File: src/rtl/pdm_pkg.sv
package pdm_pkg;
   typedef enum logic {
      SLOT_A = 1'b0,
      SLOT_B = 1'b1
   } slot_e;
endpackage

File: src/rtl/pdm_slot_track.sv
module pdm_slot_track
   import pdm_pkg::*;
(
   input  logic  clk,
   input  logic  rst_n,
   input  logic  pix_vld,
   input  logic  line_start,
   input  logic  dual_mode,
   output slot_e slot
);
   slot_e next_q;

   always_comb begin
      if (line_start || !dual_mode) slot = SLOT_A;
      else                          slot = next_q;
   end

   always_ff @(posedge clk or negedge rst_n) begin
      if (!rst_n)       next_q <= SLOT_A;
      else if (pix_vld) next_q <= (slot == SLOT_A) ? SLOT_B : SLOT_A;
   end

   // a line-start pixel is an A pixel, so the pixel after it is a B pixel
   assert_line_start_b_next_R4 : assert property (@(posedge clk) disable iff (!rst_n)
      (pix_vld && line_start) |=> (next_q == SLOT_B));

   // without a valid pixel the alternation holds still
   assert_stall_holds_R10 : assert property (@(posedge clk) disable iff (!rst_n)
      !pix_vld |=> $stable(next_q));
endmodule

File: src/rtl/pdm_lane.sv
module pdm_lane
   import pdm_pkg::*;
#(
   parameter int DATA_W = 8
)(
   input  logic              clk,
   input  logic              rst_n,
   input  logic              pix_vld,
   input  slot_e             slot,
   input  logic              dual_mode,
   input  logic              par_mode,
   input  logic [DATA_W-1:0] din,
   output logic [DATA_W-1:0] a_q,
   output logic [DATA_W-1:0] b_q
);
   logic [DATA_W-1:0] hold_q;

   always_ff @(posedge clk or negedge rst_n) begin
      if (!rst_n) begin
         a_q    <= '0;
         b_q    <= '0;
         hold_q <= '0;
      end else if (pix_vld) begin
         if (!dual_mode) begin
            a_q <= din;
         end else if (par_mode) begin
            if (slot == SLOT_A) begin
               hold_q <= din;
            end else begin
               a_q <= hold_q;
               b_q <= din;
            end
         end else begin
            if (slot == SLOT_A) a_q <= din;
            else                b_q <= din;
         end
      end
   end

   // no valid pixel, no port change
   assert_idle_stable_R10 : assert property (@(posedge clk) disable iff (!rst_n)
      !pix_vld |=> ($stable(a_q) && $stable(b_q)));

   // in parallel mode an A pixel leaves both ports untouched
   assert_par_a_holds_R5 : assert property (@(posedge clk) disable iff (!rst_n)
      (pix_vld && dual_mode && par_mode && slot == SLOT_A) |=> ($stable(a_q) && $stable(b_q)));

   // in interleaved mode a B pixel leaves port A untouched
   assert_ilv_b_only_R6 : assert property (@(posedge clk) disable iff (!rst_n)
      (pix_vld && dual_mode && !par_mode && slot == SLOT_B) |=> ($stable(a_q) && b_q == $past(din)));
endmodule

File: src/rtl/pdm_clk_out.sv
module pdm_clk_out
   import pdm_pkg::*;
(
   input  logic  clk,
   input  logic  rst_n,
   input  logic  pix_vld,
   input  slot_e slot,
   input  logic  dual_mode,
   input  logic  hs_in,
   output logic  dck_en,
   output logic  dck_ph,
   output logic  port_b_oe,
   output logic  hs_out
);
   always_ff @(posedge clk or negedge rst_n) begin
      if (!rst_n) begin
         dck_en    <= 1'b0;
         dck_ph    <= 1'b0;
         port_b_oe <= 1'b0;
         hs_out    <= 1'b0;
      end else begin
         dck_en    <= pix_vld && (!dual_mode || slot == SLOT_B);
         port_b_oe <= dual_mode;
         hs_out    <= hs_in;
         if (!dual_mode)   dck_ph <= 1'b0;
         else if (pix_vld) dck_ph <= (slot == SLOT_B);
      end
   end

   // in dual-port mode the strobe runs at most at half rate
   assert_half_rate_R7 : assert property (@(posedge clk) disable iff (!rst_n)
      (dck_en && port_b_oe) |=> !(dck_en && port_b_oe));

   // every dual-mode strobe coincides with the B phase
   assert_strobe_on_b_R8 : assert property (@(posedge clk) disable iff (!rst_n)
      (dck_en && port_b_oe) |-> dck_ph);
endmodule

File: src/rtl/pix_pair_demux.sv
module pix_pair_demux
   import pdm_pkg::*;
#(
   parameter int DATA_W = 8,
   parameter int NUM_CH = 3
)(
   input  logic                     clk,
   input  logic                     rst_n,
   input  logic                     dual_mode,
   input  logic                     par_mode,
   input  logic                     pix_vld,
   input  logic                     line_start,
   input  logic                     hs_in,
   input  logic [DATA_W*NUM_CH-1:0] pix_in,
   output logic [DATA_W*NUM_CH-1:0] port_a,
   output logic [DATA_W*NUM_CH-1:0] port_b,
   output logic                     port_b_oe,
   output logic                     dck_en,
   output logic                     dck_ph,
   output logic                     hs_out
);
   localparam int BUS_W = DATA_W * NUM_CH;

   if (DATA_W < 1) begin : g_bad_width
      $error("pix_pair_demux: DATA_W must be at least 1");
   end
   if (NUM_CH < 1) begin : g_bad_count
      $error("pix_pair_demux: NUM_CH must be at least 1");
   end

   slot_e            slot;
   logic [BUS_W-1:0] a_all;
   logic [BUS_W-1:0] b_all;

   pdm_slot_track u_slot (
      .clk        (clk),
      .rst_n      (rst_n),
      .pix_vld    (pix_vld),
      .line_start (line_start),
      .dual_mode  (dual_mode),
      .slot       (slot)
   );

   for (genvar c = 0; c < NUM_CH; c++) begin : g_lane
      pdm_lane #(.DATA_W(DATA_W)) u_lane (
         .clk       (clk),
         .rst_n     (rst_n),
         .pix_vld   (pix_vld),
         .slot      (slot),
         .dual_mode (dual_mode),
         .par_mode  (par_mode),
         .din       (pix_in[c*DATA_W +: DATA_W]),
         .a_q       (a_all[c*DATA_W +: DATA_W]),
         .b_q       (b_all[c*DATA_W +: DATA_W])
      );
   end

   pdm_clk_out u_clk (
      .clk       (clk),
      .rst_n     (rst_n),
      .pix_vld   (pix_vld),
      .slot      (slot),
      .dual_mode (dual_mode),
      .hs_in     (hs_in),
      .dck_en    (dck_en),
      .dck_ph    (dck_ph),
      .port_b_oe (port_b_oe),
      .hs_out    (hs_out)
   );

   assign port_a = a_all;
   assign port_b = port_b_oe ? b_all : '0;

   // single-port pixel lands on port A with a strobe one cycle later
   assert_single_to_a_R2 : assert property (@(posedge clk) disable iff (!rst_n)
      (pix_vld && !dual_mode) |=> (dck_en && port_a == $past(pix_in) && port_b == '0));

   // a dual-mode line start restarts the output phase at A
   assert_line_phase_R4 : assert property (@(posedge clk) disable iff (!rst_n)
      (pix_vld && line_start && dual_mode) |=> (!dck_ph && !dck_en));

   // sync output trails its input by one cycle
   assert_hs_delay_R9 : assert property (@(posedge clk) disable iff (!rst_n)
      $rose(hs_in) |=> hs_out);
endmodule

File: config.mk
export PLATFORM = sky130hd
export DESIGN_NAME = pix_pair_demux
export DESIGN_NICKNAME = d
export VERILOG_FILES = /design/src/rtl/pdm_pkg.sv /design/src/rtl/pdm_slot_track.sv /design/src/rtl/pdm_lane.sv /design/src/rtl/pdm_clk_out.sv /design/src/rtl/pix_pair_demux.sv
export SDC_FILE = /design/constraint.sdc
export NUM_CORES = 1
export LEC_CHECK = 0
export ABC_AREA = 1
export BUFFER_PORTS_ARGS = -buffer_cell sky130_fd_sc_hd__buf_2
export CORE_MARGIN = 8
export CORE_UTILIZATION = 40
export DETAILED_ROUTE_END_ITERATION = 16
export PLACE_DENSITY_LB_ADDON = 0.3
export SYNTH_ARGS = -nofsm -noshare
export SYNTH_HDL_FRONTEND = slang
export SYNTH_SLANG_ARGS = --single-unit
export TNS_END_PERCENT = 10
File: constraint.sdc
create_clock -name clk -period 1.7 [get_ports clk]
set_clock_uncertainty 0.15 [all_clocks]
set_input_delay 0.085 -clock clk [delete_from_list [all_inputs] [get_ports clk]]
set_output_delay 0.085 -clock clk [all_outputs]
set_load 0.03 [all_outputs]
# Word-level counts from Yosys, hierarchy flattened
# Index checks and enable logic that the tools add are counted.
# Widths: inputs -> output; s select.
word_totals:
  ff_bits: 77
  input_bits: 31
  word_cells: 42
op_classes:
  n_eq_ne: 3
  mux: 17
  bitwise_logic: 1
  n_reduce_logical: 7
ops:
  columns: ["operator", "count"]
  rows:
  - ["$mux 8", 12]
  - ["$mux 24", 1]
  - ["$reduce_and 3->1", 2]
  - ["$mux 1", 4]
  - ["$reduce_and 4->1", 1]
  - ["$ne 3x2->1 const B", 1]
  - ["$ne 3x3->1 const B", 1]
  - ["$logic_or 1x1->1", 2]
  - ["$ne 2x1->1 const B", 1]
  - ["$logic_and 1x1->1", 1]
  - ["$logic_not 1->1", 1]
  - ["$not 1->1", 1]

# Longest topological paths before layout
# Gate-level depths: netlist of the first run.
logic_depth:
  word_depth: 6
  depth_mapped: 8
  ltp_nobuf: 6

# Modules after synthesis
# From an unflattened synthesis of the first run, not the netlist that was laid out.
hier_totals:
  hier_cells: 449
  area_unflattened_um2: 3553.4
by_module_without_submodules:
  columns: ["module", "instances", "cells_per_inst", "area_each_um2"]
  rows:
  - ["pdm_lane", 3, 127, 1057.3]
  - ["pix_pair_demux", 1, 50, 202.7]
  - ["pdm_clk_out", 1, 10, 126.4]
  - ["pdm_slot_track", 1, 8, 52.6]

# Worst setup path before layout of the first run
# OpenSTA, ideal clock, no wires.
synth_timing:
  path_type: "register to register"
  from: "register u_slot.next_q"
  to: "register g_lane[0].u_lane.hold_q[0]"
  setup_ps: 116
  arrival_ps: 1111
  setup_slack_ps: 323
  stages_incl_launch_ff: 6
  cell_sequence: "dfrtp_1 nand3_1 nand4_1 clkbuf_1 nand2_1 nand2_1"
synth_via:
  elab_chain_cells: 3
synth_rtl:
  columns: ["item", "line", "text"]
  rows:
  - ["start: declaration", "pdm_slot_track.sv:11", "slot_e next_q;"]
  - ["start signal: assignment", "pdm_slot_track.sv:20", "else if (pix_vld) next_q <= (slot == SLOT_A) ? SLOT_B : SLOT_A;"]
  - ["$mux 1", "pdm_slot_track.sv:14", "if (line_start || !dual_mode) slot = SLOT_A;"]
  - ["$not 1->1 (no source line)", null, null]
  - ["$reduce_and 4->1 (no source line)", null, null]
  - ["end signal: assignment", "pdm_lane.sv:28", "hold_q <= din;"]
  - ["end: declaration", "pdm_lane.sv:16", "logic [DATA_W-1:0] hold_q;"]
# No other way between the ends.
# A chain may end at the register's enable or synchronous reset.

# Worst setup path after layout of the first run
layout_timing:
  from: "input dual_mode"
  to: "register g_lane[0].u_lane.a_q[6]"
layout_via:
  elab_chain_cells: 5
  elab_cells_between_ends: 7
  classes_between: "2 x eq/ne; 2 x mux; 3 x reduce/logical"
layout_rtl:
  columns: ["item", "line", "text"]
  rows:
  - ["start: declaration", "pix_pair_demux.sv:9", "input logic dual_mode,"]
  - ["$logic_not 1->1", "pdm_slot_track.sv:14", null]
  - ["$logic_or 1x1->1", "pdm_slot_track.sv:14", null]
  - ["$mux 1", "pdm_slot_track.sv:14", null]
  - ["$ne 3x2->1 (no source line) or $ne 3x3->1 (tied branches)", null, null]
  - ["$reduce_and 3->1 (no source line)", null, null]
  - ["end signal: assignment", "pdm_lane.sv:25", "a_q <= din;"]
  - ["end signal: assignment", "pdm_lane.sv:30", "a_q <= hold_q;"]
  - ["end signal: assignment", "pdm_lane.sv:34", "if (slot == SLOT_A) a_q <= din;"]
  - ["end: declaration", "pdm_lane.sv:13", "output logic [DATA_W-1:0] a_q,"]
# Several ways; a longest one is shown, not always the timed one.

==> impl_metrics.csv, run 1 <==
group,metric,value,unit
finish,final_cell_area,0.00459,mm^2
timing,fmax,656,MHz
timing,setup_violations,0,
timing,tightest_slew,0.351,ns
timing,rsz0062_at_grt,"false",
synthesis,synth_ff_type,"dfrtp_1",
outcome,status,"completed",
synthesis,synth-edff-count,0,
power,power_leakage,2.73,nW
clocking,clk_latency,0.35,ns
placed_design,gp_congestion,0.787,
timing,slew_viol_final,0,
synthesis,synth_top_cell_by_area,"dfrtp_1",
floorplanning,die_w,109,um
synthesis,synthTopCellsByCount,"230 x nand2_1, 77 x dfrtp_1, 41 x nand3_1",
clocking,cts_max_level,3,
finish,area_growth,31.9,%
timing,holdWs,0.0327,ns
global_routing,grt_overflow,0,
timing,min_period,1.53,ns
placed_design,dp_hpwl,6.60,mm
floorplanning,io_pins,83,
synthesis,netlist_instances,445,
synthesis,seq_area_frac_synth,55.4,%
route,drt_iter0_drc,174,
floorplanning,core,0.00859,mm^2
setup_path,crit_path_end_kind,"flop",
synthesis,ys_seq_elements,77,
global_routing,antenna_found_initial,0,
finish,fillers,850,
synthesis,ys_types,19,
global_routing,grt_pass1_vias,3216,
setup_path,crit_required,1.84,ns
global_routing,grt_pass1_wl,15.3,mm
timing,hold_viol_final,0,
route,ant_nets,0,
synthesis,synthArstFlopShare,100,%
floorplanning,initial_core_util,40.5,%
finish,drive_gt1_share,21.6,%
placed_design,dpl_cell_area,0.00405,mm^2
setup_path,crit_path_start_kind,"primary input",
global_routing,gr-usage-all-layers,16.4,%
clocking,clockBufferDepth,2,
floorplanning,die-area,0.0119,mm^2
finish,antenna_cells,0,
clocking,numCtsBuffers,9,
synthesis,yosysWarnings,0,
clocking,root_buffer,"clkbuf_8",
floorplanning,die_y,109,um
placed_design,portBuffers,82,
synthesis,synth.most_common_cell,"nand2_1",
synthesis,syn_area,0.00348,mm^2
synthesis,netlist.area_leader.share,55.4,%
setup_path,crit_type,"primary input to flop",
power,vdd_ir_drop_max,0.688,mV
setup_path,cp.arrival,1.67,ns
clocking,cts.clk_slew.worst_paths,0.08,ns
route,drc_errors,0,
finish,nNetsFinal,591,
finish,fin_util,53.4,%
global_routing,grt_max_degree,42,
clocking,cts_sinks,77,
power,totalPowerFinal,5.39,mW
timing,fin_crit_sh,89.7,%
floorplanning,rows,34,
run,drv_cap,0,
clocking,cts_hold_buffers,28,
setup_path,crit_path_max_fanout,24,
timing,fin_setup_tns,0,ns
clocking,post_cts_buffers,0,
clocking,post_cts_resized,0,
synthesis,syn_area_per_cell,7.81,um^2
synthesis,synthesis.nets,476,
route,viasPerCell,4.65,
timing,maxSlewHeadroom,76.6,%
route,vias,3127,
route,first_pass_iters,5,
min_path,hp-class,"primary input to asynchronous set/reset pin",
route,wirelength,9.22,mm
power,p_per_area,1180,mW/mm^2
route,wl_per_cell,13.7,um
synthesis,synth.area.top_cells,"dfrtp_1 55%, nand2_1 25%, nand3_1 5.9%",
clocking,cts_tree,"built",
per-stage QoR:
stage	cells	setup WS (ns)
2_1_floorplan	445	0.323
3_3_place_gp	629	0.330
3_5_place_dp	629	0.261
4_1_cts	672	0.166
5_1_grt	672	0.0501
6_report	672	0.175
per-layer routing:
layer  global-route usage, %  share of wire (%)
met3                    5.56                6.7
met2                    28.9                 51
met1                    18.9                 41
met5                       0                  0
met4                    3.66               0.76
critical path, cell delays in order:
cell	delay, ns
dlygate4sd3_1	0.52
buf_2	0.18
nand3_1	0.22
nand3_2	0.16
buf_4	0.28
nand3_1	0.13
nand2_1	0.08
worst paths after layout:
kind                                                          start                             endpoint  slack [ns]  depth (start not counted)
worst max-delay path                                      dual_mode  g_lane[0].u_lane.a_q[6]$_DFFE_PN0P_        0.17                          7
worst min-delay path                                          rst_n  g_lane[2].u_lane.b_q[4]$_DFFE_PN0P_        0.03                          2
worst max register to register            u_slot.next_q$_DFFE_PN0P_  g_lane[0].u_lane.a_q[6]$_DFFE_PN0P_        0.26                          5
worst min register to register  g_lane[1].u_lane.b_q[6]$_DFFE_PN0P_  g_lane[1].u_lane.b_q[6]$_DFFE_PN0P_        0.33                          2
max in group asynchronous                                     rst_n  g_lane[1].u_lane.a_q[2]$_DFFE_PN0P_        0.83                          3
min in group clk                                         line_start               u_clk.dck_en$_DFF_PN0_        0.09                          4
cells by family after synthesis:
group	Yosys count	synth area share [%]
and+or+nand+nor	290	34.5
AOI/OAI and AO/OA	19	2.73
buffers and inverters	59	7.34
DFF	77	55.4
cell usage in the layout (no fill, tap or decap):
master,n
dfrtp_1,77
nand4_1,1
nor2_1,11
nand3_1,41
a21oi_1,10
clkbuf_1,1
nand2_4,1
buf_4,17
nand3_2,1
buf_2,81
inv_1,34
inv_2,2
nor3_4,1
nor2_4,2
clkbuf_8,10
o21ai_1,9
nand3_4,1
bufinv_16,4
dlygate4sd3_1,28
buf_12,1
nand2_2,1
nand2_1,230
sequential cells by signal (all words and copies together) (netlist names):
name	count
u_clk.dck_en	1
u_clk.hs_out	1
g_lane.u_lane.a_q	24
g_lane.u_lane.hold_q	24
u_clk.port_b_oe	1
u_slot.next_q	1
g_lane.u_lane.b_q	24
u_clk.dck_ph	1
where the power goes:
group | leakage (nW) | internal (mW) | switching (mW)
sequential | 0.960 | 2.15 | 0.170
clock | 0.130 | 1.16 | 0.646
combinational | 1.64 | 0.423 | 0.845
layout make-up:
cell class / instances / area, um^2 / area share, %
well taps: 108 / 135 / 2.95
flip-flops and latches: 77 / 1930 / 42.0
multi-input cells: 309 / 1290 / 28.2
repair buffers: 127 / 833 / 18.2
clock inverters: 4 / 120 / 2.62
clock buffers: 11 / 141 / 3.08
inverters: 36 / 135 / 2.95
Note: power is estimated with default switching activity, not from simulation.
==> run 2: changes to the inputs <==
Settings changed: CORE_UTILIZATION 40 to 53.
==> impl_metrics.csv, run 2 (synthesis results as in run 1) <==
group,metric,value,unit
finish,layout_commonest_cell,"nand2_1",
clocking,cts.clk_slew.worst_paths,0.07,ns
timing,hold_viol_final,0,
floorplanning,die-area,0.00941,mm^2
global_routing,grt_max_degree,46,
finish,layout_common_cells,"230 x nand2_1, 81 x buf_2, 77 x dfrtp_1, 41 x nand3_1, 34 x inv_1",
min_path,hp-class,"primary input to asynchronous set/reset pin",
clocking,numCtsBuffers,9,
setup_path,crit_required,1.83,ns
route,vias,3263,
route,drc_errors,0,
global_routing,antenna_found_initial,0,
floorplanning,die_y,97.0,um
global_routing,gr-usage-all-layers,20.2,%
setup_path,cp.arrival,1.69,ns
floorplanning,initial_core_util,54.8,%
setup_path,crit_path_start_kind,"primary input",
outcome,status,"completed",
route,viasPerCell,5.11,
route,drt_iter0_drc,246,
timing,rsz0062_at_grt,"false",
global_routing,grt_pass1_vias,3413,
power,p_per_area,1150,mW/mm^2
clocking,cts_tree,"built",
floorplanning,core,0.00635,mm^2
timing,fin_setup_tns,0,ns
route,wirelength,9.23,mm
finish,nNetsFinal,588,
route,wl_per_cell,14.4,um
route,first_pass_iters,5,
timing,fmax,641,MHz
setup_path,crit_path_end_kind,"flop",
setup_path,r2r-end,"g_lane[0].u_lane.b_q[7]$_DFFE_PN0P_",
global_routing,grt_overflow,0,
timing,maxSlewHeadroom,64.9,%
timing,fin_crit_sh,91.7,%
placed_design,dp_hpwl,6.42,mm
placed_design,gp_congestion,0.788,
finish,final_cell_area,0.00449,mm^2
floorplanning,die_w,97.0,um
finish,top_regs,"g_lane.u_lane.a_q (24), g_lane.u_lane.b_q (24), g_lane.u_lane.hold_q (24)",
power,vdd_ir_drop_max,0.724,mV
finish,drive_gt1_share,21.4,%
timing,tightest_slew,0.525,ns
clocking,post_cts_resized,0,
clocking,clk_latency,0.34,ns
placed_design,dpl_cell_area,0.00398,mm^2
timing,min_period,1.56,ns
placed_design,portBuffers,82,
timing,slew_viol_final,0,
global_routing,grt_pass1_wl,15.8,mm
setup_path,reg2reg_slack,0.19,ns
timing,setup_violations,0,
clocking,cts_sinks,77,
setup_path,crit_type,"primary input to flop",
power,totalPowerFinal,5.14,mW
route,ant_nets,0,
clocking,clockBufferDepth,2,
run,drv_cap,0,
setup_path,reg2reg_depth,5,
finish,antenna_cells,0,
floorplanning,rows,29,
finish,area_growth,29.1,%
clocking,root_buffer,"clkbuf_8",
setup_path,crit_path_max_fanout,34,
setup_path,reg2reg_from,"u_slot.next_q$_DFFE_PN0P_",
power,power_leakage,2.70,nW
clocking,cts_max_level,3,
floorplanning,io_pins,83,
-- run 2: changes by cell type in the layout (fill, tap and decap cells not counted) --
cell and delta:
clkbuf_8 +1, bufinv_16 -2, buf_4 -3, clkinv_2 +2
-- run 2: power by group --
| part | total [mW] | leakage, nW | internal [mW] | switching, mW |
|---|---|---|---|---|
| logic | 1.27 | 1.63 | 0.419 | 0.853 |
| registers | 2.33 | 0.960 | 2.15 | 0.177 |
| clock network | 1.54 | 0.116 | 0.903 | 0.638 |
-- run 2: how the worst max path moves through the flow --
| stage | start | end | slack [ns] | depth (start not counted) |
|---|---|---|---|---|
| after floorplan | u_slot.next_q$_DFFE_PN0P_ | g_lane[0].u_lane.hold_q[0]$_DFFE_PN0P_ | 0.32 | 5 |
| after global placement | u_slot.next_q$_DFFE_PN0P_ | g_lane[2].u_lane.b_q[7]$_DFFE_PN0P_ | 0.31 | 5 |
| after detailed placement | u_slot.next_q$_DFFE_PN0P_ | g_lane[2].u_lane.b_q[2]$_DFFE_PN0P_ | 0.23 | 5 |
| after CTS | dual_mode | g_lane[0].u_lane.b_q[7]$_DFFE_PN0P_ | 0.15 | 7 |
| after global routing | dual_mode | g_lane[2].u_lane.b_q[5]$_DFFE_PN0P_ | 0.02 | 7 |
| final | dual_mode | g_lane[0].u_lane.b_q[7]$_DFFE_PN0P_ | 0.14 | 7 |
-- run 2: layout make-up --
type	count	area, um^2
inverters	36	135
fillers	512	1860
flip-flops and latches	77	1930
clock inverters	4	70.1
clock buffers	12	155
multi-input cells	309	1290
repair buffers	124	811
well taps	77	96.3
-- run 2: routing by layer --
metal / part of all wire, % / GRT usage, %
met3: 6.1 / 4.69
met1: 39 / 22.2
met4: 3.1 / 9.82
met2: 52 / 35.6
met5: 0 / 0
-- run 2: worst max-delay path, stage by stage --
cell and delay [ns]:
dlygate4sd3_1 0.53, buf_2 0.17, nand3_1 0.22, nor2_4 0.05, inv_2 0.40, nand2_1 0.13
nand2_1 0.10
-- run 2: what timing repair did --
action | in CTS | in global routing
hold buffers | 28 | 0
buffers inserted | 0 | 0
hold endpoints to repair | 148 | 0
-- run 2: through the flow --
| step | instances | utilization, % | hold WS (ns) | worst slack, ns |
|---|---|---|---|---|
| floorplan | 445 | - | -0.361 | 0.323 |
| global placement | 595 | 62.7 | -0.0946 | 0.309 |
| detailed placement | 595 | 62.7 | -0.0924 | 0.229 |
| CTS | 639 | 70.7 | 0.0879 | 0.155 |
| global route | 639 | 70.7 | 0.107 | 0.0167 |
| finish | 639 | 70.7 | 0.0825 | 0.141 |
